`config.mk`:
```
export PLATFORM = sky130hd
export DESIGN_NAME = burst_phase_aligner
export DESIGN_NICKNAME = d
export VERILOG_FILES = /design/src/rtl/pa_pkg.sv /design/src/rtl/pa_edge_tally.sv /design/src/rtl/pa_phase_pick.sv /design/src/rtl/pa_burst_seq.sv /design/src/rtl/pa_retime.sv /design/src/rtl/burst_phase_aligner.sv
export SDC_FILE = /design/constraint.sdc
export NUM_CORES = 1
export LEC_CHECK = 0
export BUFFER_PORTS_ARGS = -buffer_cell sky130_fd_sc_hd__buf_2
export CORE_MARGIN = 5
export CORE_UTILIZATION = 45
export CTS_BUF_LIST = sky130_fd_sc_hd__clkbuf_16
export DETAILED_ROUTE_END_ITERATION = 16
export SLEW_MARGIN = 20
export SYNTH_ARGS = -nofsm -noshare
export SYNTH_HDL_FRONTEND = slang
export SYNTH_SLANG_ARGS = --single-unit
```
`constraint.sdc`:
```
create_clock -name clk -period 13.9 [get_ports clk]
set_clock_uncertainty 0.05 [all_clocks]
set_input_delay 2.085 -clock clk [delete_from_list [all_inputs] [get_ports clk]]
set_output_delay 2.085 -clock clk [all_outputs]
set_load 0.01 [all_outputs]
```
`src/rtl/pa_pkg.sv`:
```
package pa_pkg;
  timeunit 1ns;
  timeprecision 100ps;

  // Acquisition sequence of one burst
  typedef enum logic [2:0] {
    ST_IDLE,   // nothing acquired since global reset
    ST_INIT,   // internal clearing period
    ST_MEAS,   // counting transitions over the preamble window
    ST_ALIGN,  // load the chosen phase
    ST_FILL,   // prime the output pipeline
    ST_LOCK,   // streaming retimed bits
    ST_FAIL    // window did not look like a preamble
  } pa_state_e;
endpackage

```
`src/rtl/pa_edge_tally.sv`:
```
module pa_edge_tally #(
  parameter int NPH       = 8,
  parameter int MEAS_BITS = 8,
  parameter int CW        = 4
) (
  input  logic                    clk,
  input  logic                    rst_n,
  input  logic                    clr,
  input  logic                    en,
  input  logic [NPH-1:0]          samp,
  output logic [NPH-1:0][CW-1:0]  tally,
  output logic                    meas_ok
);
  timeunit 1ns;
  timeprecision 100ps;

  localparam int TW = $clog2(NPH * MEAS_BITS + 1);

  logic           last_q;
  logic [NPH-1:0] edge_v;
  logic [TW-1:0]  tot_q;

  // last sample of the previous word, for the wrap-around boundary
  always_ff @(posedge clk or negedge rst_n) begin
    if (!rst_n) last_q <= 1'b0;
    else        last_q <= samp[NPH-1];
  end

  generate
    for (genvar k = 0; k < NPH; k++) begin : g_pos
      logic [CW-1:0] cnt_q;
      if (k == 0) begin : g_wrap
        assign edge_v[k] = samp[0] ^ last_q;
      end else begin : g_inner
        assign edge_v[k] = samp[k] ^ samp[k-1];
      end
      always_ff @(posedge clk or negedge rst_n) begin
        if (!rst_n)                                     cnt_q <= '0;
        else if (clr)                                   cnt_q <= '0;
        else if (en && edge_v[k] && (cnt_q != CW'(MEAS_BITS))) cnt_q <= cnt_q + 1'b1;
      end
      assign tally[k] = cnt_q;
    end
  endgenerate

  // total transitions over the window qualifies the preamble
  always_ff @(posedge clk or negedge rst_n) begin
    if (!rst_n)   tot_q <= '0;
    else if (clr) tot_q <= '0;
    else if (en)  tot_q <= tot_q + TW'($countones(edge_v));
  end

  assign meas_ok = (tot_q == TW'(MEAS_BITS));

  AST_TALLY_FROZEN: assert property (@(posedge clk) disable iff (!rst_n)
    (!en && !clr) |=> $stable(tot_q)) else $error("tally moved outside window");

endmodule

```
`src/rtl/pa_phase_pick.sv`:
```
module pa_phase_pick #(
  parameter int NPH = 8,
  parameter int CW  = 4,
  parameter int PW  = 3
) (
  input  logic                    clk,
  input  logic                    rst_n,
  input  logic [NPH-1:0][CW-1:0]  tally,
  output logic [PW-1:0]           centre
);
  timeunit 1ns;
  timeprecision 100ps;

  logic [PW-1:0] edge_pos;

  // strict compare keeps the lowest index among equal counts
  always_comb begin
    edge_pos = '0;
    for (int k = 1; k < NPH; k++) begin
      if (tally[k] > tally[edge_pos]) edge_pos = PW'(k);
    end
  end

  assign centre = PW'((int'(edge_pos) + NPH / 2) % NPH);

  generate
    for (genvar k = 0; k < NPH; k++) begin : g_chk
      AST_PICK_MAX: assert property (@(posedge clk) disable iff (!rst_n)
        tally[k] <= tally[edge_pos]) else $error("picked position not maximal");
      AST_PICK_LOWEST: assert property (@(posedge clk) disable iff (!rst_n)
        (PW'(k) < edge_pos) |-> (tally[k] < tally[edge_pos])) else $error("tie not broken low");
    end
  endgenerate

endmodule

```
`src/rtl/pa_burst_seq.sv`:
```
module pa_burst_seq
  import pa_pkg::*;
#(
  parameter int INIT_CYC   = 5,
  parameter int MEAS_BITS  = 8,
  parameter int PIPE_DEPTH = 3
) (
  input  logic clk,
  input  logic rst_n,
  input  logic burst_rst,
  input  logic meas_ok,
  output logic tally_clr,
  output logic meas_en,
  output logic sel_load,
  output logic shift_en,
  output logic lock
);
  timeunit 1ns;
  timeprecision 100ps;

  localparam int CNTW = $clog2(INIT_CYC + MEAS_BITS + PIPE_DEPTH + 1);

  pa_state_e       st;
  logic [CNTW-1:0] cnt;

  always_ff @(posedge clk or negedge rst_n) begin
    if (!rst_n) begin
      st   <= ST_IDLE;
      cnt  <= '0;
      lock <= 1'b0;
    end else if (burst_rst) begin
      st   <= ST_INIT;
      cnt  <= '0;
      lock <= 1'b0;
    end else begin
      unique case (st)
        ST_INIT: begin
          if (cnt == CNTW'(INIT_CYC - 1)) begin
            st  <= ST_MEAS;
            cnt <= '0;
          end else begin
            cnt <= cnt + 1'b1;
          end
        end
        ST_MEAS: begin
          if (cnt == CNTW'(MEAS_BITS - 1)) begin
            st  <= ST_ALIGN;
            cnt <= '0;
          end else begin
            cnt <= cnt + 1'b1;
          end
        end
        ST_ALIGN: begin
          st  <= meas_ok ? ST_FILL : ST_FAIL;
          cnt <= '0;
        end
        ST_FILL: begin
          if (cnt == CNTW'(PIPE_DEPTH - 1)) begin
            st   <= ST_LOCK;
            lock <= 1'b1;
          end else begin
            cnt <= cnt + 1'b1;
          end
        end
        default: ;
      endcase
    end
  end

  assign tally_clr = burst_rst;
  assign meas_en   = (st == ST_MEAS) && !burst_rst;
  assign sel_load  = (st == ST_ALIGN) && !burst_rst;
  assign shift_en  = (st == ST_FILL) || (st == ST_LOCK);

  AST_RST_DROPS_LOCK: assert property (@(posedge clk) disable iff (!rst_n)
    burst_rst |=> !lock) else $error("lock survived burst reset");
  AST_LOCK_NEEDS_PREAMBLE: assert property (@(posedge clk) disable iff (!rst_n)
    $rose(lock) |-> meas_ok) else $error("locked on bad window");
  AST_LOCK_STICKY: assert property (@(posedge clk) disable iff (!rst_n)
    (lock && !burst_rst) |=> lock) else $error("lock dropped");

endmodule

```
`src/rtl/pa_retime.sv`:
```
module pa_retime #(
  parameter int NPH        = 8,
  parameter int PW         = 3,
  parameter int PIPE_DEPTH = 3
) (
  input  logic           clk,
  input  logic           rst_n,
  input  logic           clr,
  input  logic           sel_load,
  input  logic [PW-1:0]  sel_in,
  input  logic           shift_en,
  input  logic           lock,
  input  logic [NPH-1:0] samp,
  output logic [PW-1:0]  sel_q,
  output logic           out_data,
  output logic           out_valid
);
  timeunit 1ns;
  timeprecision 100ps;

  logic [PIPE_DEPTH-1:0] pipe_q;
  logic [PIPE_DEPTH-1:0] pipe_nxt;

  always_ff @(posedge clk or negedge rst_n) begin
    if (!rst_n)        sel_q <= '0;
    else if (clr)      sel_q <= '0;
    else if (sel_load) sel_q <= sel_in;
  end

  generate
    if (PIPE_DEPTH == 1) begin : g_single
      assign pipe_nxt = samp[sel_q];
    end else begin : g_chain
      assign pipe_nxt = {pipe_q[PIPE_DEPTH-2:0], samp[sel_q]};
    end
  endgenerate

  always_ff @(posedge clk or negedge rst_n) begin
    if (!rst_n)        pipe_q <= '0;
    else if (clr)      pipe_q <= '0;
    else if (shift_en) pipe_q <= pipe_nxt;
  end

  assign out_data  = lock & pipe_q[PIPE_DEPTH-1];
  assign out_valid = lock;

  AST_SEL_HELD: assert property (@(posedge clk) disable iff (!rst_n)
    (lock && $past(lock)) |-> $stable(sel_q)) else $error("phase moved while locked");
  AST_PIPE_PRIMED: assert property (@(posedge clk) disable iff (!rst_n)
    $rose(lock) |-> $past(shift_en)) else $error("lock before pipeline fill");

endmodule

```
`src/rtl/burst_phase_aligner.sv`:
```
module burst_phase_aligner #(
  parameter int NPH        = 8,
  parameter int INIT_CYC   = 5,
  parameter int MEAS_BITS  = 8,
  parameter int PIPE_DEPTH = 3
) (
  input  logic                   clk,
  input  logic                   rst_n,
  input  logic                   burst_rst,
  input  logic [NPH-1:0]         samp_in,
  output logic                   out_data,
  output logic                   out_valid,
  output logic                   lock,
  output logic [$clog2(NPH)-1:0] sel_phase
);
  timeunit 1ns;
  timeprecision 100ps;

  localparam int PW = $clog2(NPH);
  localparam int CW = $clog2(MEAS_BITS + 1);

  logic [NPH-1:0][CW-1:0] tally;
  logic                   meas_ok;
  logic                   tally_clr;
  logic                   meas_en;
  logic                   sel_load;
  logic                   shift_en;
  logic [PW-1:0]          centre;

  pa_burst_seq #(
    .INIT_CYC  (INIT_CYC),
    .MEAS_BITS (MEAS_BITS),
    .PIPE_DEPTH(PIPE_DEPTH)
  ) u_seq (
    .clk      (clk),
    .rst_n    (rst_n),
    .burst_rst(burst_rst),
    .meas_ok  (meas_ok),
    .tally_clr(tally_clr),
    .meas_en  (meas_en),
    .sel_load (sel_load),
    .shift_en (shift_en),
    .lock     (lock)
  );

  pa_edge_tally #(
    .NPH      (NPH),
    .MEAS_BITS(MEAS_BITS),
    .CW       (CW)
  ) u_tally (
    .clk    (clk),
    .rst_n  (rst_n),
    .clr    (tally_clr),
    .en     (meas_en),
    .samp   (samp_in),
    .tally  (tally),
    .meas_ok(meas_ok)
  );

  pa_phase_pick #(
    .NPH(NPH),
    .CW (CW),
    .PW (PW)
  ) u_pick (
    .clk   (clk),
    .rst_n (rst_n),
    .tally (tally),
    .centre(centre)
  );

  pa_retime #(
    .NPH       (NPH),
    .PW        (PW),
    .PIPE_DEPTH(PIPE_DEPTH)
  ) u_retime (
    .clk      (clk),
    .rst_n    (rst_n),
    .clr      (burst_rst),
    .sel_load (sel_load),
    .sel_in   (centre),
    .shift_en (shift_en),
    .lock     (lock),
    .samp     (samp_in),
    .sel_q    (sel_phase),
    .out_data (out_data),
    .out_valid(out_valid)
  );

  AST_VALID_TRACKS_LOCK: assert property (@(posedge clk) disable iff (!rst_n)
    out_valid == lock) else $error("valid and lock disagree");

endmodule

```
=== Word level (Yosys, flattened, before mapping) ===
Index checks and enable logic that the tools add are counted.

* Register bits: 55
* Bits in latches: 0
* Memory bits (writable): 0
* ROM bits: 0
* Output and inout bits: 6
* Memories kept: 0

* $add $sub $neg: 18
* Multipliers: 0
* Div/mod/pow operators: 0
* Order comparisons: 14
* Equality and inequality tests: 21
* Shift-type cells: 0
* Mux-type cells: 57
* Bitwise gates (word level): 9
* Reduce and logical (&&, ||, !) cells: 37

{| class="wikitable"
|+ Operator list
! cell !! count
|-
| $mux W4 || 22
|-
| $bmux W4 S3 || 6
|-
| $mux W3 || 12
|-
| $add A4 B1 Y4 const B || 8
|-
| $ne A4 B4 Y1 const B || 8
|-
| $add A7 B7 Y7 || 4
|-
| $gt A4 B4 Y1 || 7
|-
| $reduce_bool A2 Y1 || 13
|-
| $mux W5 || 4
|-
| $pmux W5 S4 || 1
|-
| $logic_and A1 B1 Y1 || 18
|-
| $lt A3 B4 Y1 const B || 4
|-
| $mux W7 || 2
|-
| $pmux W3 S4 || 1
|-
| $eq A5 B3 Y1 const B || 2
|-
| $ne A3 B2 Y1 const B || 3
|-
| $add A1 B1 Y2 || 4
|-
| $lt A2 B4 Y1 const B || 2
|-
| $xor A1 B1 Y1 || 8
|-
| $eq A7 B4 Y1 const B || 1
|-
| $eq A3 B2 Y1 const B || 2
|-
| $eq A3 B3 Y1 const B || 2
|-
| $mux W2 || 3
|-
| $add A5 B1 Y5 const B || 1
|-
| other kinds (13) || 18
|}

=== Depth between registers and ports, before layout ===
Gate-level depths: netlist of run 1.

* Word-level depth: 29
* Mapped depth: 52
* Gate-level depth less buffers: 48

=== Cells and area by module ===
A second synthesis of run 1 with hierarchy kept.

* Cell total of the unflattened synthesis: 538
* Area, all modules: 4,789.6 µm²

{| class="wikitable"
|+ By module, submodules not included
! module !! times used !! cells each !! area each (µm²) !! seq. area each (µm²)
|-
| pa_edge_tally || 1 || 254 || 2,472.4 || 1,001.0
|-
| pa_phase_pick || 1 || 185 || 1,293.7 || 0.0
|-
| pa_burst_seq || 1 || 71 || 706.9 || 225.2
|-
| pa_retime || 1 || 28 || 316.6 || 150.1
|}

=== Worst setup path after synthesis of run 1 ===
Ideal clock, no wire load.

* Path type: register to register
* Start: reg u_tally.g_pos[0].cnt_q[1]
* End: reg u_retime.sel_q[2]
* Setup time: 0.072 ns
* Data arrival time: 9.688 ns
* Data required time: 13.778 ns
* Setup slack: 4.090 ns
* Cell stages (with the launch flop): 52
* Period minus slack after synthesis: 9.810 ns
* Path through: dfrtp_1 -> inv_1 -> ha_1 -> nor2b_1 -> o41a_1 -> nand3_1 -> a21boi_0 -> ha_1 -> and3b_1 -> a2111oi_2 -> or2_1 -> buf_4 -> nor2_1 -> or2_2 -> ha_1 -> a211oi_1 -> nand2_1 -> and2_1 -> (+16 left out) -> a211oi_1 -> a211oi_1 -> ha_1 -> nor2b_1 -> o211ai_1 -> a21oi_1 -> nor3_4 -> mux2i_1 -> a211o_1 -> o21ai_0 -> ha_1 -> nor2b_1 -> o21a_1 -> o21ai_0 -> nand2b_1 -> a21oi_1 -> a22oi_1 -> nor2_1

* Word-level cells in the longest chain between the ends: 29

{| class="wikitable"
|+ RTL lines
! item !! line !! text
|-
| start, declared || pa_edge_tally.sv:31 || <nowiki>logic [CW-1:0] cnt_q;</nowiki>
|-
| start signal, assigned || pa_edge_tally.sv:40 || <nowiki>else if (en && edge_v[k] && (cnt_q != CW'(MEAS_BITS))) cnt_q <= cnt_q + 1'b1;</nowiki>
|-
| $gt A4 B4 Y1 || pa_phase_pick.sv:20 || <nowiki>if (tally[k] > tally[edge_pos]) edge_pos = PW'(k);</nowiki>
|-
| $mux W1 || pa_phase_pick.sv:20 ||
|-
| $bmux W4 S3 || pa_phase_pick.sv:20 ||
|-
| $mux W4 (not written as such) || pa_phase_pick.sv:20 ||
|-
| $gt A4 B4 Y1 || pa_phase_pick.sv:20 ||
|-
| $mux W2 || pa_phase_pick.sv:20 ||
|-
| $bmux W4 S3 || pa_phase_pick.sv:20 ||
|-
| $mux W4 (not written as such) || pa_phase_pick.sv:20 ||
|-
| (+13 left out) || n/a ||
|-
| $mux W3 || pa_phase_pick.sv:20 ||
|-
| $bmux W4 S3 || pa_phase_pick.sv:20 ||
|-
| $mux W4 (not written as such) || pa_phase_pick.sv:20 ||
|-
| $gt A4 B4 Y1 || pa_phase_pick.sv:20 ||
|-
| $mux W3 * || pa_phase_pick.sv:20 ||
|-
| $add A3 B3 Y3 * || pa_phase_pick.sv:24 || <nowiki>assign centre = PW'((int'(edge_pos) + NPH / 2) % NPH);</nowiki>
|-
| $mux W3 * || pa_retime.sv:27 || <nowiki>else if (sel_load) sel_q <= sel_in;</nowiki>
|-
| $mux W3 * || pa_retime.sv:26 || <nowiki>else if (clr) sel_q <= '0;</nowiki>
|-
| end signal, assigned || pa_retime.sv:27 ||
|-
| end, declared || pa_retime.sv:14 || <nowiki>output logic [PW-1:0] sel_q,</nowiki>
|}

Every way passes the cells marked *; elsewhere a longest branch is shown, timed or not. The select of a mux whose other input is x is not followed.
A chain may end at the register's enable or synchronous reset.

=== Final worst setup path of run 1 ===
Ends and elaborated chain as after synthesis.

==> metrics.md, run 1 <==
| Metric | Value |
|---|---|
| Outcome | `completed` |
| # port buffers | `16` |
| Average wire per standard cell | `15.9 µm` |
| Delay-heaviest family, CP | `compound AO/OA/AOI/OAI gates` |
| Ys flop type | `dfrtp_1` |
| Chip width | `~110 µm` |
| HPWL after DPL | `7.82 mm` |
| Max incr delay on CP | `0.82 ns` |
| Average size of a mapped cell | `9.04 µm²` |
| Final Hold Violating Endpoints | `0` |
| Cts repair resizes | `0` |
| Final GP Congestion | `0.884` |
| CTS Buf Count | `5` |
| Worst Setup Path Type | `flop to flop` |
| WHS Endpoint | `u_retime.pipe_q[2]` |
| DRC | `0` |
| Core Rows | `37` |
| Power Density | `112 nW/µm²` |
| R2R Setup Slk | `~2.8 ns` |
| CTS tree | `done` |
| Crit path max-delay cell type | `a21oi_1` |
| Max-slew violations | `0` |
| Worst reg2reg path depth | `between 40 and 50` |
| Hold_sp | `u_retime.pipe_q[2]` |
| Drt pass-1 iters | `4` |
| Initial antenna violation count | `0` |
| Peak VDD IR | `58.0 µV` |
| Core area | `10,200 µm²` |
| Worst R2R Start | `u_tally.g_pos[0].cnt_q[1]` |
| Tcrit/Tclk final | `79.8%` |
| Clock latency on the worst-skew pair | `0.30 ns` |
| Commonest non-fill, non-tap cell in the layout | `nor2_1` |
| Post-Syn Area | `between 4000 and 5000 µm²` |
| Remaining antenna violation count | `0` |
| Count of final setup violators | `0` |
| CP most frequent cell | `ha_1` |
| Seq/Total Area, Yosys | `29.7%` |
| CP endpoint kind | `flop` |
| Post-layout minimum cycle time | `11.09 ns` |
| Largest net degree at the start of global routing | `56` |
| Pleak | `2.18 nW` |
| Relative slew slack | `29.6%` |
| Largest area contributor in the netlist | `dfrtp_1` |
| P&R area growth vs syn | `6.94%` |
| Hold Buf Count CTS | `0` |
| WP data arrival | `11.27 ns` |
| Starting DRT DRC Count | `approximately 200` |
| Setup tns final | `0 ns` |
| Power, Total | `0.555 mW` |
| RSZ-0062 raised after global routing | `false` |
| Crit-path max FO | `14` |
| EDFF count, synth | `0` |
| Vias in the first global route | `3,639` |
| Synth area leaders | `dfrtp_1, ha_1, nor2_1, xor2_1, mux2i_1` |
| FF+latch count, synth | `55` |
| Most frequent cells in the layout | `nor2_1, ha_1, dfrtp_1` |
| Inserted Diodes | `0` |
| Vias per cell | `around 5.6` |
| Synth top area share | `29.7%` |
| Hold Path Class | `flop to flop` |
| Synth async-reset ratio | `between 90% and 100%` |
| Reg2Reg Capture Point | `u_retime.sel_q[2]` |
| CP Buf/Inv Count | `1` |
| Total track usage | `17.3%` |
| Vias | `3,663` |
| Die height | `about 110 µm` |
| Synth warn | `0` |
| Worst-margin pin slew | `1.06 ns` |
| Postcts setup bufs | `0` |
| Remaining global-route overflow | `0` |
| Clock-pin slew of the registers on the worst-case setup and hold paths | `0.08 ns` |
| CTS H-tree lvls | `2` |
| Hold Path Stages | `2` |
| First-pass GRT wire length | `17.9 mm` |
| Nets | `587` |
| Root buffer cell | `clkbuf_16` |
| TritonCTS Sinks | `55` |
| Crit path launch type | `flop` |
| Longest Clk Path Bufs | `2` |
| Syn Nets | `585` |
| Maxcap violations | `0` |
| Layout cells sized above 1 | `8.72%` |
| CP required | `14.08 ns` |
| Synthesized instance count | `about 500` |
| Routed wire length | `10.3 mm` |
| Peak Freq | `90.2 MHz` |
| Io pins | `17` |
| Fin util | `48.7%` |
| Yosys cell types | `69` |
| Initial Util | `45.5%` |
| Die Footprint | `around 12,000 µm²` |
flip-flops by register name, summed over array words and instances (netlist names):
name                 cells
u_seq.cnt                5
u_retime.pipe_q          3
u_tally.g_pos.cnt_q     32
u_tally.last_q           1
u_seq.st                 3
u_tally.tot_q            7
u_retime.sel_q           3
u_seq.lock               1
synthesized netlist by cell type, drive strengths merged (3+ instances only):
master  instances
mux2i          16
nor2           70
nand4          13
buf             7
o22ai           4
ha             55
dfrtp          55
a221oi          3
nand2          29
a211oi         10
mux2            4
or2             5
xnor2          13
xor2           22
nand3b          7
nor2b          10
nand2b          5
fa              6
a21o            5
nand3           8
a21oi          22
o21ai          23
a31oi           5
inv            35
and3            6
clkbuf         16
nor3           11
worst max path at each step:
stage,from,to,slack (ns),cells past startpoint
floorplan,u_tally.g_pos[0].cnt_q[1],u_retime.sel_q[2],4.09,51
global placement,u_tally.g_pos[0].cnt_q[1],u_retime.sel_q[2],3.17,46
detailed placement,u_tally.g_pos[0].cnt_q[1],u_retime.sel_q[2],2.88,46
CTS,u_tally.g_pos[0].cnt_q[1],u_retime.sel_q[2],2.84,46
global route,u_tally.g_pos[0].cnt_q[1],u_retime.sel_q[2],1.73,46
finish,u_tally.g_pos[0].cnt_q[1],u_retime.sel_q[2],2.81,46
where the power goes:
group          switching, mW  total, mW  internal [mW]  leakage [nW]
Clock                 0.0606      0.146         0.0852        0.0818
Sequential            0.0142      0.181          0.167         0.761
Combinational          0.131      0.228         0.0973          1.34
Total                  0.206      0.555          0.349          2.18
tightest hold or removal path: cells and delay by family, from the launching register on:
| kind | cells | cell delay, ns |
|---|---|---|
| DFF | 1 | 0.34 |
| muxes | 1 | 0.07 |
| and+or+nand+nor | 1 | 0.08 |
metal layers:
metal	wire length, µm	GRT usage, %	vias up
met5	0	0	-
met4	84	3.24	0
met3	400	2.99	6
met2	4830	28.5	59
met1	5030	24.0	1790
li1	-	-	1808
per-stage QoR:
| step | worst slack [ns] | cells | area, µm² | hold WS [ns] |
|---|---|---|---|---|
| 2_1_floorplan | 4.09 | 513 | 4640 | 0.428 |
| 3_3_place_gp | 3.17 | 644 | 4790 | 0.446 |
| 3_5_place_dp | 2.88 | 644 | 4790 | 0.477 |
| 4_1_cts | 2.84 | 652 | 4960 | 0.494 |
| 5_1_grt | 1.73 | 652 | 4960 | 0.520 |
| 6_report | 2.81 | 652 | 4960 | 0.485 |
final cells by class:
class                   instances  area (µm²)
repair buffers                 18        95.1
multi-input cells             400        3020
clock buffers                   5         125
well taps                     136         170
inverters                      35         131
flip-flops and latches         55        1380
fillers                       980        5230
clock inverters                 3        42.5
kinds of logic after synthesis:
family / count (synthesis) / share of synthesized area [%]
and+or+nand+nor: 182 / 20.0
adders and majority gates: 61 / 17.4
DFF: 55 / 29.7
AOI/OAI and AO/OA: 100 / 15.7
xor gates and xnor gates: 35 / 6.61
buffers and inverters: 58 / 5.24
muxes: 22 / 5.40
Power figures use the tool's default switching activity.
==> inputs of run 2 (changes only) <==
==> constraint.sdc (replaced) <==
create_clock -name clk -period 11.05 [get_ports clk]
set_clock_uncertainty 0.05 [all_clocks]
set_input_delay 1.6575 -clock clk [delete_from_list [all_inputs] [get_ports clk]]
set_output_delay 1.6575 -clock clk [all_outputs]
set_load 0.01 [all_outputs]
==> run 2 against run 1 <==
Non-clock buffer count increased by 6. Power is 30% higher. Critical path type unchanged. First-iteration DRC count is 36% higher. Utilization rose by 0.91 points. Wire length is 2.3% higher. Combinational power grew 36%. Critical endpoint unchanged.
==> metrics.md, run 2 (synthesis gave the netlist of run 1 again) <==
| Metric | Value |
|---|---|
| Clock-pin slew of the registers on the worst-case setup and hold paths | `0.08 ns` |
| Crit path max-delay cell type | `dfrtp_2` |
| Fillers | `955` |
| Drt pass-1 iters | `6` |
| Placed inst area | `4810 µm²` |
| Placed cell count | `647` |
| # port buffers | `16` |
| Worst Setup Path Type | `flop to flop` |
| Peak Freq | `97.4 MHz` |
| Vias in the first global route | `3,685` |
| Max incr delay on CP | `around 0.44 ns` |
| CTS H-tree lvls | `2` |
| Layout cells sized above 1 | `10.9%` |
| WHS | `0.471 ns` |
| Max-slew violations | `0` |
| First-pass GRT wire length | `18.2 mm` |
| CP endpoint kind | `flop` |
| Vias | `3,723` |
| Setup ws final | `0.782 ns` |
| TritonCTS Sinks | `55` |
| Max reg flops | `32` |
| Largest net degree at the start of global routing | `56` |
| Remaining global-route overflow | `0` |
| Outcome | `completed` |
| Crit-path max FO | `11` |
| CTS Buf Count | `5` |
| Setup tns final | `0 ns` |
| Vias per cell | `5.66` |
| Worst-margin pin slew | `0.726 ns` |
| Io pins | `17` |
| Hold Buf Count CTS | `0` |
| Root buffer cell | `clkbuf_16` |
| Core area | `10,200 µm²` |
| Maxcap violations | `0` |
| Top reg by flops | `u_tally.g_pos.cnt_q` |
| Setup Slack @ Placement | `0.445 ns` |
| Chip width | `111 µm` |
| Inserted Diodes | `0` |
| Post-route cell area | `5050 µm²` |
| Final GP Congestion | `0.918` |
| WP data arrival | `10.45 ns` |
| HPWL after DPL | `about 7.9 mm` |
| Final Non-Filler Cells | `658` |
| Final Hold Violating Endpoints | `0` |
| Average wire per standard cell | `16.1 µm` |
| Initial Util | `45.5%` |
| CP required | `11.23 ns` |
| CTS tree | `done` |
| Starting DRT DRC Count | `279` |
| Die Footprint | `12,400 µm²` |
| Remaining antenna violation count | `0` |
| Most frequent cells in the layout | `nor2_1, ha_1, dfrtp_1` |
| Nets | `593` |
| Hold Path Class | `flop to flop` |
| Relative slew slack | `51.6%` |
| Die height | `between 100 and 150 µm` |
| R2R Setup Slk | `0.78 ns` |
| Tcrit/Tclk final | `just over 90%` |
| Peak VDD IR | `71.0 µV` |
| Post-layout minimum cycle time | `10.27 ns` |
| Power Density | `roughly 140 nW/µm²` |
| Count of final setup violators | `0` |
| DRC | `0` |
| Routed wire length | `10.6 mm` |
| Core Rows | `37` |
| Pleak | `around 2.2 nW` |
| Initial antenna violation count | `0` |
| P&R area growth vs syn | `8.93%` |
| Clock latency on the worst-skew pair | `roughly 0.3 ns` |
| CP most frequent cell | `ha_1` |
| Crit path launch type | `flop` |
| Biggest regs | `u_tally.g_pos.cnt_q: 32 flops, u_tally.tot_q: 7 flops, u_seq.cnt: 5 flops` |
| Total track usage | `17.7%` |
| Longest Clk Path Bufs | `2` |
| Commonest non-fill, non-tap cell in the layout | `nor2_1` |
[run 2: path summary, 6_finish.rpt]
check,endpoint,cells after the start,startpoint
max in group asynchronous,u_tally.g_pos[0].cnt_q[1],2,rst_n
min reg2reg,u_retime.pipe_q[2],2,u_retime.pipe_q[2]
max reg2reg,u_retime.sel_q[2],48,u_tally.g_pos[0].cnt_q[1]
min,u_retime.pipe_q[2],2,u_retime.pipe_q[2]
max,u_retime.sel_q[2],48,u_tally.g_pos[0].cnt_q[1]
min in group asynchronous,u_tally.g_pos[5].cnt_q[2],2,rst_n
[run 2: area by class of cell]
cell class	count	area, µm²	area share, %
multi-input cells	400	3060	60.6
flip-flops and latches	55	1380	27.3
inverters	35	131	2.60
well taps	136	170	3.37
clock inverters	3	46.3	0.917
repair buffers	24	140	2.78
clock buffers	5	125	2.48
[run 2: worst max-delay path: cells and delay by family (launching register included)]
family,cells,cell delay (ns)
compound gates,21,4.33
fa+ha+maj,7,2.09
buf+inv,2,0.26
flops,1,0.44
mux,2,0.28
simple gates,16,2.73
[run 2: timing repair]
item	CTS	global route
setup buffers	0	3
setup endpoints to repair	0	3
resized for setup	0	8
[run 2: power by group]
| group | internal, mW | switching [mW] | leakage, nW |
|---|---|---|---|
| sequential | 0.210 | 0.0172 | 0.759 |
| combinational | 0.137 | 0.172 | 1.37 |
| clock | 0.108 | 0.0771 | 0.0804 |
| total | 0.455 | 0.266 | 2.21 |
[run 2: layer usage]
layer | wire length [µm] | part of all wire (%) | GRT usage, %
met1 | 5270 | 50 | 25.0
met5 | 0 | 0 | 0
met4 | 126 | 1.2 | 4.38
met2 | 4780 | 45 | 27.9
met3 | 401 | 3.8 | 3.26
[run 2: metrics by stage]
step	util [%]	power (mW)
2_1_floorplan	-	0.459
6_report	49.6	0.721
4_1_cts	48.9	0.712
3_5_place_dp	47.2	0.521
5_1_grt	49.6	0.784
3_3_place_gp	47.2	0.516
